<file path="src/rtl/fpc_pkg.sv">
package fpc_pkg;

  typedef enum logic [1:0] {
    OP_PROG = 2'd0,
    OP_SECT = 2'd1,
    OP_CHIP = 2'd2,
    OP_NONE = 2'd3
  } op_kind_e;

  typedef enum logic [1:0] {
    RES_OK   = 2'd0,
    RES_FAIL = 2'd1,
    RES_TMO  = 2'd2
  } res_e;

  typedef enum logic [2:0] {
    ST_IDLE,
    ST_CMD,
    ST_RD,
    ST_RDW,
    ST_RST
  } st_e;

  localparam int STEP_W = 3;

  // number of command bus cycles for each operation kind
  function automatic logic [STEP_W-1:0] seq_len(op_kind_e k);
    return (k == OP_PROG) ? STEP_W'(4) : STEP_W'(6);
  endfunction

endpackage

</file>
<file path="src/rtl/fpc_cmd_table.sv">
module fpc_cmd_table
  import fpc_pkg::*;
#(
  parameter int             AW       = 19,
  parameter int             DW       = 8,
  parameter logic [AW-1:0]  UNLOCK_A = AW'('h555),
  parameter logic [AW-1:0]  UNLOCK_B = AW'('h2AA)
) (
  input  logic [1:0]        kind,
  input  logic [STEP_W-1:0] step,
  input  logic [AW-1:0]     tgt_addr,
  input  logic [DW-1:0]     tgt_data,
  output logic [AW-1:0]     cyc_addr,
  output logic [DW-1:0]     cyc_data
);

  localparam logic [DW-1:0] KEY_HI   = DW'(8'hAA);
  localparam logic [DW-1:0] KEY_LO   = DW'(8'h55);
  localparam logic [DW-1:0] PGM_SET  = DW'(8'hA0);
  localparam logic [DW-1:0] ERA_SET  = DW'(8'h80);
  localparam logic [DW-1:0] ERA_SECT = DW'(8'h30);
  localparam logic [DW-1:0] ERA_CHIP = DW'(8'h10);

  logic is_prog;
  assign is_prog = (op_kind_e'(kind) == OP_PROG);

  always_comb begin
    cyc_addr = UNLOCK_A;
    cyc_data = KEY_HI;
    case (step)
      3'd0: begin cyc_addr = UNLOCK_A; cyc_data = KEY_HI; end
      3'd1: begin cyc_addr = UNLOCK_B; cyc_data = KEY_LO; end
      3'd2: begin cyc_addr = UNLOCK_A; cyc_data = is_prog ? PGM_SET : ERA_SET; end
      3'd3: begin
        cyc_addr = is_prog ? tgt_addr : UNLOCK_A;
        cyc_data = is_prog ? tgt_data : KEY_HI;
      end
      3'd4: begin cyc_addr = UNLOCK_B; cyc_data = KEY_LO; end
      3'd5: begin
        if (op_kind_e'(kind) == OP_SECT) begin
          cyc_addr = tgt_addr;
          cyc_data = ERA_SECT;
        end else begin
          cyc_addr = UNLOCK_A;
          cyc_data = ERA_CHIP;
        end
      end
      default: begin cyc_addr = UNLOCK_A; cyc_data = KEY_HI; end
    endcase
  end

endmodule

</file>
<file path="src/rtl/fpc_toggle_judge.sv">
module fpc_toggle_judge #(
  parameter int DW      = 8,
  parameter int TOG_BIT = 6,
  parameter int EXC_BIT = 5
) (
  input  logic [DW-1:0] rd_a,
  input  logic [DW-1:0] rd_b,
  output logic          settled,
  output logic          exceeded
);

  // the pair is settled when the toggle bit no longer changes between reads
  assign settled  = (rd_a[TOG_BIT] == rd_b[TOG_BIT]);
  // exceeded-limit flag is taken from the later read of the pair
  assign exceeded = rd_b[EXC_BIT];

endmodule

</file>
<file path="src/rtl/flash_toggle_poll.sv">
module flash_toggle_poll
  import fpc_pkg::*;
#(
  parameter int            AW       = 19,
  parameter int            DW       = 8,
  parameter int            CW       = 16,
  parameter int            TOG_BIT  = 6,
  parameter int            EXC_BIT  = 5,
  parameter logic [AW-1:0] UNLOCK_A = AW'('h555),
  parameter logic [AW-1:0] UNLOCK_B = AW'('h2AA)
) (
  input  logic          clk,
  input  logic          rst,
  input  logic          op_start,
  input  logic [1:0]    op_kind,
  input  logic [AW-1:0] op_addr,
  input  logic [DW-1:0] op_data,
  input  logic [CW-1:0] poll_limit,
  output logic          busy,
  output logic          done,
  output logic [1:0]    err_code,
  output logic          mem_wr,
  output logic          mem_rd,
  output logic [AW-1:0] mem_addr,
  output logic [DW-1:0] mem_wdata,
  input  logic [DW-1:0] mem_rdata
);

  localparam logic [DW-1:0] RESTORE_CMD = DW'(8'hF0);

  st_e               state_q, state_n;
  logic [STEP_W-1:0] step_q, step_n;
  logic [1:0]        kind_q, kind_n;
  logic [AW-1:0]     addr_q, addr_n;
  logic [DW-1:0]     data_q, data_n;
  logic [DW-1:0]     first_q, first_n;
  logic [CW-1:0]     lim_q, lim_n;
  logic [CW:0]       cnt_q, cnt_n;
  logic [CW:0]       lim_eff;
  logic              rc_q, rc_n;
  logic              odd_q, odd_n;
  res_e              res_q, res_n;

  logic [AW-1:0]     tbl_addr;
  logic [DW-1:0]     tbl_data;
  logic              settled, exceeded;
  logic              finishing;

  assign lim_eff = (lim_q == '0) ? (CW+1)'(1) : {1'b0, lim_q};

  fpc_cmd_table #(
    .AW(AW), .DW(DW), .UNLOCK_A(UNLOCK_A), .UNLOCK_B(UNLOCK_B)
  ) u_cmd (
    .kind     (kind_n),
    .step     (step_n),
    .tgt_addr (addr_n),
    .tgt_data (data_n),
    .cyc_addr (tbl_addr),
    .cyc_data (tbl_data)
  );

  fpc_toggle_judge #(
    .DW(DW), .TOG_BIT(TOG_BIT), .EXC_BIT(EXC_BIT)
  ) u_judge (
    .rd_a     (first_q),
    .rd_b     (mem_rdata),
    .settled  (settled),
    .exceeded (exceeded)
  );

  always_comb begin
    state_n = state_q;
    step_n  = step_q;
    kind_n  = kind_q;
    addr_n  = addr_q;
    data_n  = data_q;
    first_n = first_q;
    lim_n   = lim_q;
    cnt_n   = cnt_q;
    rc_n    = rc_q;
    odd_n   = odd_q;
    res_n   = res_q;
    case (state_q)
      ST_IDLE: begin
        if (op_start && (op_kind_e'(op_kind) != OP_NONE)) begin
          state_n = ST_CMD;
          kind_n  = op_kind;
          addr_n  = op_addr;
          data_n  = op_data;
          lim_n   = poll_limit;
          step_n  = '0;
          cnt_n   = '0;
          rc_n    = 1'b0;
          odd_n   = 1'b0;
          res_n   = RES_OK;
        end
      end
      ST_CMD: begin
        if (step_q == seq_len(op_kind_e'(kind_q)) - STEP_W'(1)) begin
          state_n = ST_RD;
          odd_n   = 1'b0;
        end else begin
          step_n = step_q + STEP_W'(1);
        end
      end
      ST_RD: state_n = ST_RDW;
      ST_RDW: begin
        if (!odd_q) begin
          first_n = mem_rdata;
          odd_n   = 1'b1;
          state_n = ST_RD;
        end else begin
          odd_n = 1'b0;
          if (settled) begin
            state_n = ST_IDLE;
            res_n   = RES_OK;
          end else if (rc_q) begin
            state_n = ST_RST;
          end else if (exceeded) begin
            rc_n    = 1'b1;
            state_n = ST_RD;
          end else begin
            cnt_n = cnt_q + (CW+1)'(1);
            if (cnt_q + (CW+1)'(1) >= lim_eff) begin
              state_n = ST_IDLE;
              res_n   = RES_TMO;
            end else begin
              state_n = ST_RD;
            end
          end
        end
      end
      ST_RST: begin
        state_n = ST_IDLE;
        res_n   = RES_FAIL;
      end
      default: state_n = ST_IDLE;
    endcase
  end

  assign finishing = (state_q != ST_IDLE) && (state_n == ST_IDLE);

  always_ff @(posedge clk) begin
    if (rst) begin
      state_q   <= ST_IDLE;
      step_q    <= '0;
      kind_q    <= '0;
      addr_q    <= '0;
      data_q    <= '0;
      first_q   <= '0;
      lim_q     <= '0;
      cnt_q     <= '0;
      rc_q      <= 1'b0;
      odd_q     <= 1'b0;
      res_q     <= RES_OK;
      busy      <= 1'b0;
      done      <= 1'b0;
      err_code  <= 2'b00;
      mem_wr    <= 1'b0;
      mem_rd    <= 1'b0;
      mem_addr  <= '0;
      mem_wdata <= '0;
    end else begin
      state_q   <= state_n;
      step_q    <= step_n;
      kind_q    <= kind_n;
      addr_q    <= addr_n;
      data_q    <= data_n;
      first_q   <= first_n;
      lim_q     <= lim_n;
      cnt_q     <= cnt_n;
      rc_q      <= rc_n;
      odd_q     <= odd_n;
      res_q     <= res_n;
      busy      <= (state_n != ST_IDLE);
      done      <= finishing;
      if (finishing) err_code <= res_n;
      mem_wr    <= (state_n == ST_CMD) || (state_n == ST_RST);
      mem_rd    <= (state_n == ST_RD);
      mem_addr  <= (state_n == ST_CMD)  ? tbl_addr :
                   (state_n == ST_IDLE) ? '0 : addr_n;
      mem_wdata <= (state_n == ST_CMD) ? tbl_data :
                   (state_n == ST_RST) ? RESTORE_CMD : '0;
    end
  end


  bus_excl_chk: assert property (@(posedge clk) disable iff (rst)
    !(mem_wr && mem_rd));


  done_pulse_chk: assert property (@(posedge clk) disable iff (rst)
    done |=> !done);


  done_idle_chk: assert property (@(posedge clk) disable iff (rst)
    done |-> !busy);


  idle_quiet_chk: assert property (@(posedge clk) disable iff (rst)
    !busy |-> !(mem_wr || mem_rd));


  fail_restore_chk: assert property (@(posedge clk) disable iff (rst)
    (done && err_code == 2'b01) |-> ($past(mem_wr) && $past(mem_wdata) == RESTORE_CMD));


  poll_budget_chk: assert property (@(posedge clk) disable iff (rst)
    busy |-> (cnt_q <= lim_eff));

endmodule

</file>
<file path="config.mk">
export PLATFORM = sky130hd
export DESIGN_NAME = flash_toggle_poll
export DESIGN_NICKNAME = d
export VERILOG_FILES = /design/src/rtl/fpc_pkg.sv /design/src/rtl/fpc_cmd_table.sv /design/src/rtl/fpc_toggle_judge.sv /design/src/rtl/flash_toggle_poll.sv
export SDC_FILE = /design/constraint.sdc
export NUM_CORES = 1
export LEC_CHECK = 0
export CORE_UTILIZATION = 40
export DETAILED_ROUTE_END_ITERATION = 8
export SLEW_MARGIN = 30
export SYNTH_ARGS = -nofsm -noshare
export SYNTH_HDL_FRONTEND = slang
export SYNTH_SLANG_ARGS = --single-unit
</file>
<file path="constraint.sdc">
create_clock -name clk -period 3.8 [get_ports clk]
set_input_delay 0.38 -clock clk [delete_from_list [all_inputs] [get_ports clk]]
set_output_delay 0.38 -clock clk [all_outputs]
set_load 0.02 [all_outputs]
</file>
==> metrics.yaml <==
run_status:
  status: "completed"
min_path:
  hold_class: "flip-flop to flip-flop"
  worstHoldEndpoint: "addr_q[11]"
  min_path_cells: 2
  min_from: "addr_q[11]"
sta:
  max_slew_margin: 0.4993
  drv_slew: 0
  min_period_over_period: 0.9107
  hold_viol_final: 0
  grt_setup_unrepaired: "false"
  finalWorstSetupSlack_ps: 339.2
  fmax_mhz: 289.0
  whs_ps: 453.4
  tightest_slew_ps: 751.0
  setup_viol: 0
  fin_crit_ps: 3461
  fin_tns_setup_ps: 0
  skew_ps: 9.027
cells_and_area:
  areaGrowthSynthToFinish_pct: 25.56
  antenna_cells: 0
  final_common_cell: "dfxtp_1"
  fin_util: 0.5177
  layout_common_cells: "106 x dfxtp_1, 95 x nand2_1, 81 x clkdlybuf4s50_1, 55 x a21oi_1, 51 x nor2_1"
  fin_area_sq_mm: 0.006270
  finalNonFillerCells: 833
  nets: 735
  nFillCells: 1155
  drive_gt1_frac: 0.07218
setup_path:
  cp_data_required_time_ps: 4060
  cp-end-kind: "flip-flop"
  crit_chain: "and4_4, nand4_4, nor2_1, nand3_1, xnor2_1, ha_1, a2111oi_0, o21ai_0, o21ai_0, nand3_1, o211ai_2, o31ai_2, o31ai_1"
  criticalPathCategory: "flip-flop to flip-flop"
  regToRegEndpoint: "mem_addr[6]"
  cp-start-kind: "flip-flop"
  critPathSlowestCell: "dfxtp_1"
  max_stage_delay_ps: 440
  critPathArrivalTime_ps: 3720
  reg2regPathDepth: 13
  crit_fanout: 7
  rr_startpoint: "cnt_q[4]"
  r2r_slack_ps: 340
power:
  power.share.sequential: 0.465
  leakage_nw: 2.495
  peakVddDrop_uv: 186.4
  clock_power_share: 0.389
  power_mw: 2.570
  power_density_mw_per_mm2: 409.9
  switching_power_mw: 0.6410
  p_int_mw: 1.929
  share_comb_of_total_power: 0.146
  switching_share: 0.2494
placement:
  io_buffers: 82
  gp_congestion: 0.8484
  dp_hpwl_mm: 8.561
  dp_slack_ps: 359.2
  dp.cells: 818
  place_area_sq_mm: 0.005953
die:
  fp.dieH_um: 113.7
  coreArea_sq_mm: 0.01211
  row_count: 40
  dieArea_sq_mm: 0.01293
  start_util: 0.4123
  die_x_um: 113.7
  pin_count: 89
drt:
  dr.first_iter.drc_count: 291
  dr_total_vias: 4310
  vias_per_cell: 5.174
  ant_nets: 0
  wl_mm: 12.11
  drc: 0
  drt_first_pass_iters: 4
  drt-wirelength-per-cell_um: 14.53
clock_network:
  clock_latency_ps: 350
  post_cts_buffers: 0
  cts-root-buf: "clkbuf_16"
  cts-buffers-inserted: 9
  clockBufferDepth: 2
  clock-sinks: 106
  cts_tree: "done"
  clkTransAtPathRegs_ps: 70
  cts_hold_buf: 0
  cts_resized: 0
  cts_max_level: 3
global_route:
  grt_pass1_vias: 4120
  track_usage: 0.1935
  overflow: 0
  antenna_found_initial: 0
  grt_max_degree: 72
  grt_first_pass_wirelength_mm: 19.72
synthesis:
  yosys_warnings: 0
  synth_area_sq_mm: 0.004994
  synth_edf_count: 0
  synth.distinct_cells: 69
  ys_seq_area_frac: 0.4250
  ys.flop_type: "dfxtp_1"
  synth_area_per_cell_sq_um: 8.478
  synth_nets: 663
  syn-instance-count: 589
  synth_seq_cells: 106
  async_flop_share: 0
job:
  maxCapViolations: 0
## layout make-up
class	instances	area [sq um]	area share
multi-input cells	432	2663	0.4247
flip-flops and latches	106	2122	0.3385
repair buffers	90	875.8	0.1397
clock buffers	11	242.7	0.03871
well taps	168	210.2	0.03353
inverters	22	82.58	0.01317
clock inverters	4	73.82	0.01177
## power groups by stage
stage          clock network [mW]  logic (mW)  registers (mW)
6_report                     1.00       0.374            1.20
5_1_grt                      1.08       0.410            1.20
4_1_cts                      1.03       0.378            1.20
3_5_place_dp                    0       0.376            1.22
3_3_place_gp                    0       0.372            1.22
2_1_floorplan                   0       0.201            1.24
## metal layers
layer | global-route usage | routed length (um) | vias to the layer above
li1 | - | - | 2200
met1 | 0.2434 | 5561 | 2012
met2 | 0.3252 | 5954 | 88
met3 | 0.04888 | 443 | 10
met4 | 0.05965 | 146 | 0
met5 | 0 | 0 | -
## logic make-up (layout without fill, tap and decap cells)
kind of cell,Yosys count,count (layout),synth area share
compound gates,143,143,0.1844
xor+xnor,16,16,0.02806
fa+ha+maj,18,18,0.04510
buf+inv,51,127,0.04335
flops,106,106,0.4250
mux,18,18,0.03758
simple gates,237,237,0.2365
## worst max-delay path by stage
stage	from	endpoint	slack (ps)	cells after the start
after floorplan	cnt_q[4]	err_code[1]	720	13
after global placement	cnt_q[4]	err_code[1]	420	13
final	cnt_q[4]	mem_addr[6]	340	13
after CTS	cnt_q[4]	mem_addr[6]	340	13
after detailed placement	cnt_q[4]	mem_addr[6]	360	13
after global routing	cnt_q[4]	mem_addr[4]	30	13
## registers in the layout, summed over array words and instances (netlist names)
register	flops
odd_q	1
lim_q	16
mem_wr	1
first_q	1
data_q	8
mem_wdata	8
cnt_q	17
state_q	3
addr_q	19
kind_q	2
rc_q	1
mem_rd	1
mem_addr	19
err_code	2
busy	1
res_q	2
done	1
step_q	3
## synthesized netlist by cell type, types with 3 or more instances
| master | instances | area (sq um) |
|---|---|---|
| and3_1 | 8 | 50.05 |
| nand2_1 | 95 | 356.6 |
| a211o_1 | 3 | 26.28 |
| nor2_1 | 52 | 195.2 |
| nor3_1 | 9 | 45.04 |
| a21o_1 | 6 | 45.04 |
| nand2b_1 | 3 | 18.77 |
| o21ai_0 | 24 | 120.1 |
| nand4_1 | 11 | 68.82 |
| nor2b_1 | 5 | 31.28 |
| dfxtp_1 | 106 | 2122 |
| buf_2 | 11 | 55.05 |
| a21oi_1 | 55 | 275.3 |
| o21ai_1 | 3 | 15.01 |
| or2_1 | 3 | 18.77 |
| o31ai_1 | 12 | 90.09 |
| a31o_1 | 3 | 26.28 |
| ha_1 | 18 | 225.2 |
| o21a_1 | 5 | 37.54 |
| clkbuf_1 | 16 | 60.06 |
| inv_1 | 22 | 82.58 |
| o211a_1 | 3 | 30.03 |
| xor2_1 | 4 | 35.03 |
| nand3_1 | 12 | 60.06 |
| and2_1 | 12 | 75.07 |
| xnor2_1 | 12 | 105.1 |
| nor4_1 | 5 | 31.28 |
| mux2i_1 | 15 | 150.1 |
## critical path, delay by kind of cell, from the launching register on
family                   cells  cell delay [ps]
AO/OA/AOI/OAI                6             1460
XOR/XNOR                     1              160
adder cells (fa/ha/maj)      1              330
flip-flops                   1              440
AND/OR/NAND/NOR              5              970
No activity file was read; power rests on OpenSTA's default activity.
